==> src/rtl/nor_seq_pkg.sv <==
package nor_seq_pkg;

  localparam int ADDR_W     = 24;
  localparam int LEN_W      = 9;
  localparam int PAGE_BYTES = 256;
  localparam int HDR_ADDR   = 4;

  localparam logic [7:0] CMD_READ  = 8'h03;
  localparam logic [7:0] CMD_WREN  = 8'h06;
  localparam logic [7:0] CMD_STAT  = 8'h05;
  localparam logic [7:0] CMD_PROG  = 8'h02;
  localparam logic [7:0] CMD_ERASE = 8'h20;
  localparam logic [7:0] CMD_ID    = 8'h9F;

  localparam int STAT_BUSY_BIT = 0;
  localparam int STAT_WEL_BIT  = 1;

  typedef enum logic [1:0] {
    OP_READ  = 2'd0,
    OP_PROG  = 2'd1,
    OP_ERASE = 2'd2,
    OP_ID    = 2'd3
  } nor_op_e;

  typedef enum logic [1:0] {
    ERR_NONE    = 2'd0,
    ERR_BADREQ  = 2'd1,
    ERR_WEL     = 2'd2,
    ERR_TIMEOUT = 2'd3
  } nor_err_e;

  // True when a program of n bytes starting at low byte lo stays in one page.
  function automatic logic page_fits(input logic [7:0] lo, input logic [LEN_W-1:0] n);
    logic [LEN_W:0] sum;
    sum = {{(LEN_W+1-8){1'b0}}, lo} + {1'b0, n};
    return (n != '0) && (sum <= (LEN_W+1)'(PAGE_BYTES));
  endfunction

  // Number of bytes in a frame: opcode, optional address, data.
  function automatic logic [LEN_W:0] frame_total(input logic has_addr, input logic [LEN_W-1:0] n);
    return {1'b0, n} + (has_addr ? (LEN_W+1)'(HDR_ADDR) : (LEN_W+1)'(1));
  endfunction

endpackage

==> src/rtl/nor_seq_reqchk.sv <==
module nor_seq_reqchk
  import nor_seq_pkg::*;
(
  input  logic [1:0]       op,
  input  logic [7:0]       addr_lo,
  input  logic [LEN_W-1:0] len,
  output logic             bad
);

  logic prog_bad;
  logic read_bad;

  always_comb begin
    prog_bad = (nor_op_e'(op) == OP_PROG) && !page_fits(addr_lo, len);
    read_bad = (nor_op_e'(op) == OP_READ) && (len == '0);
    bad      = prog_bad || read_bad;
  end

endmodule

==> src/rtl/nor_seq_poll_timer.sv <==
module nor_seq_poll_timer #(
  parameter int TMO_W = 24
) (
  input  logic             clk,
  input  logic             rst_n,
  input  logic             clear,
  input  logic             bump,
  input  logic [TMO_W-1:0] limit,
  output logic             last
);

  logic [TMO_W-1:0] cnt;

  always_ff @(posedge clk) begin
    if (!rst_n)     cnt <= '0;
    else if (clear) cnt <= '0;
    else if (bump)  cnt <= cnt + 1'b1;
  end

  assign last = (({1'b0, cnt} + (TMO_W+1)'(1)) >= {1'b0, limit});


  bump_clear_excl_chk: assert property (@(posedge clk) disable iff (!rst_n)
    !(bump && clear));


  bump_not_last_chk: assert property (@(posedge clk) disable iff (!rst_n)
    bump |-> !last);

endmodule

==> src/rtl/nor_seq_frame.sv <==
module nor_seq_frame
  import nor_seq_pkg::*;
(
  input  logic              clk,
  input  logic              rst_n,
  input  logic              start,
  input  logic [7:0]        opcode,
  input  logic              has_addr,
  input  logic [ADDR_W-1:0] addr,
  input  logic [LEN_W-1:0]  n_data,
  input  logic              is_write,
  input  logic              emit_rd,
  input  logic [7:0]        wr_data,
  input  logic              xfer_done,
  input  logic [7:0]        xfer_rx,
  output logic              cs,
  output logic              xfer_start,
  output logic [7:0]        xfer_tx,
  output logic              wr_take,
  output logic              rd_valid,
  output logic [7:0]        rd_data,
  output logic [7:0]        last_rx,
  output logic              frame_done
);

  localparam int CNT_W = LEN_W + 1;

  typedef enum logic [1:0] {F_IDLE, F_SEND, F_WAIT, F_DONE} fr_st_e;

  fr_st_e           st;
  logic [CNT_W-1:0] idx;
  logic [CNT_W-1:0] total;
  logic [CNT_W-1:0] hdr;
  logic             data_phase;
  logic             last_byte;

  function automatic logic [7:0] tx_pick(input logic [CNT_W-1:0] i, input logic ha,
                                         input logic [7:0] opc, input logic [ADDR_W-1:0] a,
                                         input logic wr, input logic [7:0] wd);
    if (i == '0)                   return opc;
    if (ha && i == CNT_W'(1))      return a[23:16];
    if (ha && i == CNT_W'(2))      return a[15:8];
    if (ha && i == CNT_W'(3))      return a[7:0];
    return wr ? wd : 8'h00;
  endfunction

  always_comb begin
    total      = frame_total(has_addr, n_data);
    hdr        = has_addr ? CNT_W'(HDR_ADDR) : CNT_W'(1);
    data_phase = (idx >= hdr);
    last_byte  = (idx == total - CNT_W'(1));
    cs         = (st == F_SEND) || (st == F_WAIT);
    xfer_start = (st == F_SEND);
    xfer_tx    = tx_pick(idx, has_addr, opcode, addr, is_write, wr_data);
    wr_take    = (st == F_SEND) && is_write && data_phase;
    frame_done = (st == F_DONE);
  end

  always_ff @(posedge clk) begin
    if (!rst_n) begin
      st       <= F_IDLE;
      idx      <= '0;
      rd_valid <= 1'b0;
      rd_data  <= 8'h00;
      last_rx  <= 8'h00;
    end else begin
      rd_valid <= 1'b0;
      case (st)
        F_IDLE: if (start) begin
          idx <= '0;
          st  <= F_SEND;
        end
        F_SEND: st <= F_WAIT;
        F_WAIT: if (xfer_done) begin
          last_rx  <= xfer_rx;
          rd_data  <= xfer_rx;
          rd_valid <= data_phase && emit_rd;
          if (last_byte) st <= F_DONE;
          else begin
            idx <= idx + 1'b1;
            st  <= F_SEND;
          end
        end
        F_DONE: st <= F_IDLE;
        default: st <= F_IDLE;
      endcase
    end
  end


  cs_gap_chk: assert property (@(posedge clk) disable iff (!rst_n)
    frame_done |=> !cs);


  one_in_flight_chk: assert property (@(posedge clk) disable iff (!rst_n)
    xfer_start |=> !xfer_start);

endmodule

==> src/rtl/nor_seq.sv <==
module nor_seq
  import nor_seq_pkg::*;
#(
  parameter int TMO_W = 24
) (
  input  logic             clk,
  input  logic             rst_n,
  input  logic             req_valid,
  output logic             req_ready,
  input  logic [1:0]       req_op,
  input  logic [23:0]      req_addr,
  input  logic [8:0]       req_len,
  input  logic [7:0]       wr_data,
  output logic             wr_take,
  output logic [7:0]       rd_data,
  output logic             rd_valid,
  input  logic [TMO_W-1:0] poll_limit,
  output logic             done,
  output logic             err,
  output logic [1:0]       err_kind,
  output logic             spi_cs,
  output logic             xfer_start,
  output logic [7:0]       xfer_tx,
  input  logic             xfer_done,
  input  logic [7:0]       xfer_rx
);

  typedef enum logic [2:0] {
    T_IDLE, T_WREN, T_WELCHK, T_CMD, T_POLL, T_XFER, T_FINISH
  } top_st_e;

  top_st_e           st;
  nor_op_e           op_q;
  logic [ADDR_W-1:0] addr_q;
  logic [LEN_W-1:0]  len_q;
  nor_err_e          err_q;
  logic              fr_busy;
  logic              wel_ok;

  logic              req_bad;
  logic              accept;
  logic              in_frame_st;
  logic              fr_start;
  logic              fr_done;
  logic [7:0]        fr_last_rx;
  logic [7:0]        f_op;
  logic              f_addr_en;
  logic [LEN_W-1:0]  f_n;
  logic              f_wr;
  logic              f_emit;
  logic              tmr_clear;
  logic              tmr_bump;
  logic              tmr_last;
  logic              stat_busy;
  logic              stat_wel;

  nor_seq_reqchk u_reqchk (
    .op      (req_op),
    .addr_lo (req_addr[7:0]),
    .len     (req_len),
    .bad     (req_bad)
  );

  // Frame contents for the current step.
  always_comb begin
    f_op      = 8'h00;
    f_addr_en = 1'b0;
    f_n       = '0;
    f_wr      = 1'b0;
    f_emit    = 1'b0;
    case (st)
      T_WREN: f_op = CMD_WREN;
      T_WELCHK, T_POLL: begin
        f_op = CMD_STAT;
        f_n  = LEN_W'(1);
      end
      T_CMD: begin
        f_addr_en = 1'b1;
        if (op_q == OP_PROG) begin
          f_op = CMD_PROG;
          f_n  = len_q;
          f_wr = 1'b1;
        end else begin
          f_op = CMD_ERASE;
        end
      end
      T_XFER: begin
        f_emit = 1'b1;
        if (op_q == OP_ID) begin
          f_op = CMD_ID;
          f_n  = LEN_W'(3);
        end else begin
          f_op      = CMD_READ;
          f_addr_en = 1'b1;
          f_n       = len_q;
        end
      end
      default: ;
    endcase
  end

  always_comb begin
    accept      = (st == T_IDLE) && req_valid;
    in_frame_st = (st == T_WREN) || (st == T_WELCHK) || (st == T_CMD) ||
                  (st == T_POLL) || (st == T_XFER);
    fr_start    = in_frame_st && !fr_busy;
    stat_busy   = fr_last_rx[STAT_BUSY_BIT];
    stat_wel    = fr_last_rx[STAT_WEL_BIT];
    tmr_clear   = fr_done && (st == T_CMD);
    tmr_bump    = fr_done && (st == T_POLL) && stat_busy && !tmr_last;
  end

  nor_seq_frame u_frame (
    .clk        (clk),
    .rst_n      (rst_n),
    .start      (fr_start),
    .opcode     (f_op),
    .has_addr   (f_addr_en),
    .addr       (addr_q),
    .n_data     (f_n),
    .is_write   (f_wr),
    .emit_rd    (f_emit),
    .wr_data    (wr_data),
    .xfer_done  (xfer_done),
    .xfer_rx    (xfer_rx),
    .cs         (spi_cs),
    .xfer_start (xfer_start),
    .xfer_tx    (xfer_tx),
    .wr_take    (wr_take),
    .rd_valid   (rd_valid),
    .rd_data    (rd_data),
    .last_rx    (fr_last_rx),
    .frame_done (fr_done)
  );

  nor_seq_poll_timer #(.TMO_W(TMO_W)) u_timer (
    .clk   (clk),
    .rst_n (rst_n),
    .clear (tmr_clear),
    .bump  (tmr_bump),
    .limit (poll_limit),
    .last  (tmr_last)
  );

  always_ff @(posedge clk) begin
    if (!rst_n) begin
      st      <= T_IDLE;
      op_q    <= OP_READ;
      addr_q  <= '0;
      len_q   <= '0;
      err_q   <= ERR_NONE;
      fr_busy <= 1'b0;
      wel_ok  <= 1'b0;
    end else begin
      if (fr_start)     fr_busy <= 1'b1;
      else if (fr_done) fr_busy <= 1'b0;
      case (st)
        T_IDLE: if (accept) begin
          op_q   <= nor_op_e'(req_op);
          addr_q <= req_addr;
          len_q  <= req_len;
          wel_ok <= 1'b0;
          if (req_bad) begin
            err_q <= ERR_BADREQ;
            st    <= T_FINISH;
          end else begin
            err_q <= ERR_NONE;
            st    <= (nor_op_e'(req_op) == OP_READ || nor_op_e'(req_op) == OP_ID) ? T_XFER : T_WREN;
          end
        end
        T_WREN: if (fr_done) st <= T_WELCHK;
        T_WELCHK: if (fr_done) begin
          if (stat_wel) begin
            wel_ok <= 1'b1;
            st     <= T_CMD;
          end else begin
            err_q <= ERR_WEL;
            st    <= T_FINISH;
          end
        end
        T_CMD: if (fr_done) st <= T_POLL;
        T_POLL: if (fr_done) begin
          if (!stat_busy) st <= T_FINISH;
          else if (tmr_last) begin
            err_q <= ERR_TIMEOUT;
            st    <= T_FINISH;
          end
        end
        T_XFER: if (fr_done) st <= T_FINISH;
        T_FINISH: st <= T_IDLE;
        default: st <= T_IDLE;
      endcase
    end
  end

  assign req_ready = (st == T_IDLE);
  assign done      = (st == T_FINISH);
  assign err       = done && (err_q != ERR_NONE);
  assign err_kind  = err_q;


  reject_quiet_chk: assert property (@(posedge clk) disable iff (!rst_n)
    (accept && req_bad) |=> (done && !spi_cs));


  wr_take_scope_chk: assert property (@(posedge clk) disable iff (!rst_n)
    wr_take |-> (st == T_CMD && op_q == OP_PROG));


  cmd_after_wel_chk: assert property (@(posedge clk) disable iff (!rst_n)
    (st == T_CMD) |-> wel_ok);


  rd_scope_chk: assert property (@(posedge clk) disable iff (!rst_n)
    rd_valid |-> (st == T_XFER));


  done_then_ready_chk: assert property (@(posedge clk) disable iff (!rst_n)
    done |=> (req_ready && !spi_cs));

endmodule

==> config.mk <==
export PLATFORM = sky130hd
export DESIGN_NAME = nor_seq
export DESIGN_NICKNAME = d
export VERILOG_FILES = /design/src/rtl/nor_seq_pkg.sv /design/src/rtl/nor_seq_reqchk.sv /design/src/rtl/nor_seq_poll_timer.sv /design/src/rtl/nor_seq_frame.sv /design/src/rtl/nor_seq.sv
export SDC_FILE = /design/constraint.sdc
export NUM_CORES = 1
export LEC_CHECK = 0
export BUFFER_PORTS_ARGS = -buffer_cell sky130_fd_sc_hd__buf_2
export CORE_MARGIN = 2
export CORE_UTILIZATION = 46
export CTS_BUF_LIST = sky130_fd_sc_hd__clkbuf_8 sky130_fd_sc_hd__clkbuf_16
export CTS_CLUSTER_DIAMETER = 100
export CTS_CLUSTER_SIZE = 8
export DETAILED_ROUTE_END_ITERATION = 10
export PLACE_DENSITY = 0.67
export SKIP_LAST_GASP = 1
export SLEW_MARGIN = 20
export SYNTH_ARGS = -nofsm -noshare
export SYNTH_HDL_FRONTEND = slang
export SYNTH_SLANG_ARGS = --single-unit
==> constraint.sdc <==
create_clock -name clk -period 5.69 [get_ports clk]
set_clock_uncertainty 0.2 [all_clocks]
set_input_delay 0.569 -clock clk [delete_from_list [all_inputs] [get_ports clk]]
set_output_delay 0.569 -clock clk [all_outputs]
set_load 0.02 [all_outputs]
-- Yosys cells after proc, flatten, opt, wreduce, memory -nomap -nowiden
Index checks and enable logic that the tools add are counted.
- register bits after elaboration: 86
- logic and storage cells: 157
- bitwise operators: 1
- $add $sub $neg: 6
- eq/ne operators: 30
- mux-type cells: 61
- reduce and logical (&&, ||, !) cells: 45
- $lt $le $gt $ge: 3
- operators with widths (kind ; number):
    $mux 8 ; 10
    $mux 3 ; 12
    $pmux 8 s4 ; 1
    $mux 10 ; 3
    $pmux 9 s3 ; 1
    $add 24x1->25 const B ; 1
    $ge 25x24->1 ; 1
    $add 24x1->24 const B ; 1
    $eq 10x2->1 const B ; 2
    $ne 2x2->1 const B ; 10
    $pmux 10 s2 ; 1
    $mux 2 ; 9
    $mux 9 ; 2
    $pmux 3 s6 ; 1
    $mux 1 ; 17
    $logic_and 1x1->1 ; 16
    $reduce_and 7->1 ; 2
    $add 10x1->10 const B ; 1
    $add 8x9->10 ; 1
    $add 9x3->10 ; 1
    $eq 10x1->1 const B ; 1
    $eq 10x10->1 ; 1
    $ge 10x10->1 ; 1
    $le 10x9->1 const B ; 1
    other kinds (26) ; 49

-- Logic depth before layout (Yosys ltp)
- word-level depth: 15
- mapped depth: 19

-- Hierarchy
From an unflattened synthesis, not the netlist that was laid out.
- cells, all modules: 846
- area, all modules: 6588.8 um^2
- modules (own cells, without submodules) (module ; area each (um^2) ; times used ; cells an instance):
    nor_seq_frame ; 2117.0 ; 1 ; 274
    nor_seq_poll_timer ; 2053.2 ; 1 ; 259
    nor_seq ; 1891.8 ; 1 ; 248
    nor_seq_reqchk ; 526.8 ; 1 ; 65

-- Worst setup path after synthesis
No wires, ideal clock.
- path type: register to register
- start point: reg u_timer.cnt[0]
- end point: reg u_timer.cnt[21]
- data required time: 5.362 ns
- path buffers: 2
- slack: 1.544 ns
- clock period less this slack: 4.146 ns
- data arrival time: 3.819 ns
- stages on the path, launching flop included: 20
- cell sequence: dfxtp_1 -> ha_1 -> and3_1 -> and3_1 -> and3_1 -> and3_1 -> and3_1 -> clkbuf_1 -> nand3_1 -> xnor2_1 -> ha_1 -> a211oi_1 -> o21ai_0 -> o2111ai_1 -> o211ai_1 -> a211oi_2 -> clkbuf_1 -> nor2b_1 -> xnor2_1 -> nor2_1
- cells in the longest elaborated chain, start to end: 4
- elaborated cells on any way between the ends: 5
- ends and longest elaborated chain (item ; line ; text):
    from (decl) ; nor_seq_poll_timer.sv:12 ; logic [TMO_W-1:0] cnt;
    from (signal assigned) ; nor_seq_poll_timer.sv:17 ; else if (bump) cnt <= cnt + 1'b1;
    $add 24x1->25 ; nor_seq_poll_timer.sv:20 ; assign last = (({1'b0, cnt} + (TMO_W+1)'(1)) >= {1'b0, limit});
    $ge 25x24->1 ; nor_seq_poll_timer.sv:20 ;
    $logic_not 1->1 ; nor_seq.sv:110 ; tmr_bump = fr_done && (st == T_POLL) && stat_busy && !tmr_last;
    $logic_and 1x1->1 ; nor_seq.sv:110 ;
Parallel ways exist; a longest one is shown, timed or not.
A chain may end at the register's enable or synchronous reset.

-- Worst setup path in the final report
- start point: reg st[2]
- end point: reg u_frame.idx[3]
- cells in the longest elaborated chain, start to end: 8
- elaborated cells on any way between the ends: 20
- ends and longest elaborated chain (item ; line ; text):
    from (decl) ; nor_seq.sv:32 ; top_st_e st;
    from (signal assigned) ; nor_seq.sv:168 ; st <= (nor_op_e'(req_op) == OP_READ || nor_op_e'(req_op) == OP_ID) ? T_XFER : T_WREN;
    $eq 3x2->1, or another cell as far along ; nor_seq.sv:71, nor_seq.sv:104 ;
    $reduce_or 2->1, or another cell as far along ; nor_seq.sv:71 ; case (st)
    $pmux 9 s3, or another cell as far along ; nor_seq.sv:71 ;
    $add 9x3->10 or $logic_or 1x1->1 (tied branches) ; nor_seq_pkg.sv:41, nor_seq.sv:104 ;
    $sub 10x1->10 or $logic_or 1x1->1 (tied branches) ; nor_seq_frame.sv:51, nor_seq.sv:105 ;
    $eq 10x10->1 or $logic_and 1x1->1 (tied branches) ; nor_seq_frame.sv:51, nor_seq.sv:106 ;
    $ne 2x2->1 (no line) ; n/a ;
    $reduce_and 4->1 (no line) * ; n/a ;
    to (signal assigned) ; nor_seq_frame.sv:80 ; idx <= idx + 1'b1;
    to (decl) ; nor_seq_frame.sv:31 ; logic [CNT_W-1:0] idx;
Mark *: on every way between the ends. The rest lies on a longest branch, timed or not.

==> results.md <==
- The effective utilization at floorplan is 0.470.
- The detailed placer's ending HPWL is 11.9 mm.
- For this run, the register share of the synthesized area comes to 0.276.
- Setup slack on the worst reg-to-reg path comes out at 1.08 ns.
- In the global route stage, met1 resource usage came out at 0.304.
- Of the total synthesized cell area, the portion taken by XOR and XNOR cells is 0.0894.
- Of the total power, registers draw 0.336.
- On the worst path, the slowest cell contributes a delay of 0.73 ns.
- The number of ports placed on the die boundary is 104.
- Setup repair after global routing left no endpoint under its margin.
- For this design, the sink count on the clock tree is 86.
- Dividing the synthesized area by the synthesized cell count gives 7.51 um2.
- Of the total power, the share spent switching nets is 0.394.
- The total global-route track usage is 0.225.
- The area fraction in compound gates after synthesis came to 0.194.
- The number of buffers and inverters on the critical path is 1.
- The worst hold path passes through 3 cells.
- The path with the worst hold slack has its endpoint at addr_q[10].
- In this run the number of cells on the critical path is 15.
- After floorplanning, the core was sized to cover 13200 um2.
- For the pin with the worst max-slew slack, the measured transition is 0.881 ns.
- The global placer's final weighted congestion is 0.913.
- Of the total synthesized cell area, the portion taken by AND, OR, NAND and NOR gates is 0.255.
- Of the available clock period, the critical path in the final layout requires 0.809.
- The fraction of power consumed by the clock network is 0.275.
- The start-to-end type of the worst setup path is reg -> reg.
- The initial antenna violation count is 0.
- Dividing total power by cell area gives a power density of 321 nW/um2.
- The root buffer cell is clkbuf_16.
- Yosys attributes the largest share of cell area to dfxtp_1, ha_1, nand2_1, a21oi_1, xor2_1.
- The final count of pins violating max slew is 0.
- The worst-case IR drop observed on VDD is 0.209 mV.
- The count of nets left with antenna violations once routing finished came out at 0.
- The critical path endpoint category is a flop.
- In this run the critical register-to-register path is launched from st[2].
- Once the clock tree was built, the resizer swapped 0 gates to a different size.
- Yosys mapped a number of flops with a built-in enable equal to 0.
- The hold violation total from the final report is 0.
- The per-cell routed wire length is 14.6 um.
- The number of remaining DRC errors is 0.
- The met2 routing resource usage after global routing is 0.360.
- Walking the worst path, the cells encountered are nor2b_1 -> a22o_1 -> a221oi_2 -> nand2_1 -> ha_1 -> inv_1 -> fa_1 -> nor2b_1 -> o21ai_1 -> a31o_1 -> a211o_1 -> xnor2_1 -> o31ai_4 -> or4_1 -> a31oi_1.
- Along the worst path, the maximum fanout reaches 20.
- The first-pass GRT wire length is 26.4 mm.
- The endpoint identified for the worst register-to-register timing path is u_frame.idx[3].
- The headroom to the max-slew limit is 0.397.
- The netlist uses 71 different library cells.
- The number of global-route vias before repair is 5556.
- Of the total synthesized cell area, the portion taken by full adders, half adders and majority gates is 0.115.
- For this run, the post-layout net count is 1042.
- The number of setup buffers added after CTS is 0.
- The quantity of I/O buffers inserted on ports is 103.
- The final route contains 5898 vias.
- The Yosys step of the flow raised 0 warnings.
- The predominant post-synthesis flop cell is dfxtp_1.
- The final setup TNS is 0 ns.
- The sum of internal, switching and leakage power is 2.29 mW.
- Of the post-synthesis cell area, the part taken by muxes is 0.00984.
- The cell at the slowest stage of the critical path is dfxtp_1.
- After global routing, the most crowded layer is met2.
- The launching element type of the critical path is a flop.
- Broken down by cell family, the worst path's largest delay share belongs to compound AO/OA/AOI/OAI gates.
- The worst hold path begins at req_addr[10].
- In the final layout, the multi-input gates occupy 4130 um2.
- The wire length after detailed routing is 15.9 mm.
- The data arrival time of the critical path is 4.67 ns.
- Of the cells placed in the final design, the portion with a size suffix greater than 1 is 0.150.
- The design internal power is 1.39 mW.
- Entering global routing, the biggest net connects 40 pins.
- The floorplan die width is 120 um.
- The data required time of the critical path is 5.75 ns.
- The later pin in the worst-skew pair is clocked with a latency of 0.35 ns.
- The cell repeated most along the worst path is nor2b_1.
- The worst min-delay path class is in -> reg.
- The synthesized cell area is 6230 um2.
- The power dissipated by switching net loads is 902 uW.
- The antenna diode count is 0.
- Using the TritonRoute via totals, the vias-per-cell ratio works out to 5.42.
- The number of buffers created by CTS is 9.
- Setup violations remaining at the end of the flow were counted as 0.
- The leakage power is 3.12 nW.
- The die area is 14500 um2.
- The flow ran to the end, and the final reports show no timing, DRC or antenna violations.
- The cell row count is 42.
- After synthesis, the share of flip-flops with an asynchronous set or reset is 0.
- The combinational cell fraction of total power is 0.389.
- The clock passes through at most 2 buffers.
- The final critical delay including setup and external delays is 4.61 ns.
- The H-tree was split into 3 levels.
- The global route total overflow is 0.
- When the netlist entered floorplanning its net count stood at 963.
- The die is 120 um tall.
- In the global route stage, met3 resource usage came out at 0.0542.
- After synthesis the netlist holds a flip-flop and latch count of 86.
- After synthesis, the largest family of logic cells by area is simple AND/OR/NAND/NOR gates.
- The tool flagged a number of max-cap violations equal to 0.
- The detailed-routing iteration count for the pre-antenna-repair pass is 5.
- The worst-case reg-to-reg path depth is 15.
- The cell count after synthesis is 829.
- The TritonCTS clock tree is yes.
- Summing all flip-flop and latch instances after layout gives 1720 um2.
- The top cell type by total area after synthesis is dfxtp_1.
- The number of DRC markers in iteration 0 is 308.
- The clock-pin slew on the worst setup and hold paths is 0.06 ns.
- The area share of the largest cell type after synthesis is 0.276.
- The final-layout fill cell count is 1374.
- Static timing analysis puts the maximum clock frequency at 217 MHz.
- After clock tree synthesis, the flow added hold-fix buffers numbering 0.
- Compared with the post-synthesis result, the final layout area differs by 14.6%.
## cells in the final DEF (no fill, tap or decap), types with 3 or more instances in the layout
cell type and n:
nand2_1 166, buf_2 103, dfxtp_1 86, a21oi_1 83, ha_1 53, nor2_1 52, inv_1 50, xor2_1 36
nand3_1 26, xnor2_1 25, o21ai_0 18, and3_1 14, nand4_1 11, o21ai_1 11, a211oi_1 11, nor3_1 10
o211ai_1 10, o21a_1 10, clkbuf_16 9, and4_1 8, or3_1 7, a31oi_1 7, and2_1 6, nor2b_1 6
or4_1 6, nand2b_1 5, nor4_1 5, mux2i_1 5, buf_4 5, and3b_1 4, o2111ai_1 4, clkbuf_8 4
a21o_1 3, a22o_1 3, nor4b_1 3
## worst min-delay path: stages
cell     delay [ns]
buf_2          0.09
nand2_1        0.04
a21oi_1        0.05
## Yosys cell counts (6+ instances only)
master / count
a211oi_1: 11
a21oi_1: 83
a31oi_1: 7
and2_1: 6
and3_1: 14
and4_1: 8
clkbuf_1: 29
dfxtp_1: 86
ha_1: 53
inv_1: 51
nand2_1: 166
nand3_1: 26
nand4_1: 11
nor2_1: 52
nor2b_1: 6
nor3_1: 10
o211ai_1: 10
o21a_1: 10
o21ai_0: 18
o21ai_1: 11
or3_1: 7
or4_1: 6
xnor2_1: 25
xor2_1: 36
## final cells by class
type                            instances  share of cell area
Inverter                               52              0.0273
Timing Repair Buffer                  108              0.0775
Clock buffer                           13              0.0393
Multi-Input combinational cell        651               0.578
Clock inverter                          3             0.00561
Sequential cell                        86               0.241
Tap cell                              176              0.0308
## power by group through the flow
stage | clock, mW | sequential (mW) | combinational [mW]
CTS | 0.641 | 0.769 | 0.893
global placement | 0 | 0.780 | 0.891
floorplan | 0 | 0.744 | 0.700
global route | 0.668 | 0.784 | 0.998
detailed placement | 0 | 0.781 | 0.888
finish | 0.631 | 0.771 | 0.890
## cells by family after synthesis
kind of cell / Yosys count
buffers and inverters: 92
xor gates and xnor gates: 62
adders and majority gates: 56
and+or+nand+nor: 338
DFF: 86
AOI/OAI and AO/OA: 189
muxes: 6
## layer usage
layer  routed length [um]  share of wire
met1                 7780           0.49
met2                 6970           0.44
met3                  903          0.057
met4                  276          0.017
met5                    0              0
## worst max path at each step
| stage | from | slack [ns] | to |
|---|---|---|---|
| 5_1_grt | st[2] | 0.71 | u_frame.idx[0] |
| 4_1_cts | u_timer.cnt[0] | 1.06 | u_timer.cnt[18] |
| 3_5_place_dp | u_timer.cnt[0] | 1.08 | u_timer.cnt[7] |
| 6_report | st[2] | 1.08 | u_frame.idx[3] |
| 3_3_place_gp | u_timer.cnt[0] | 1.17 | u_timer.cnt[7] |
| 2_1_floorplan | u_timer.cnt[0] | 1.54 | u_timer.cnt[21] |
## registers in the layout (all words and copies together), names as in the netlist
signal            count
addr_q               24
u_timer.cnt          24
u_frame.idx          10
len_q                 9
u_frame.rd_data       8
st                    3
err_kind              2
op_q                  2
u_frame.st            2
fr_busy               1
u_frame.rd_valid      1
## per-stage QoR
step	instances	hold WS (ns)	utilization	instance area (um2)	setup WS [ns]
floorplan	829	0.231	-	6230	1.54
global placement	1073	0.241	0.515	6820	1.17
detailed placement	1073	0.247	0.515	6820	1.08
CTS	1089	0.249	0.539	7140	1.06
global route	1089	0.248	0.539	7140	0.708
finish	1089	0.251	0.539	7140	1.08
(Power assumes the default switching activity.)
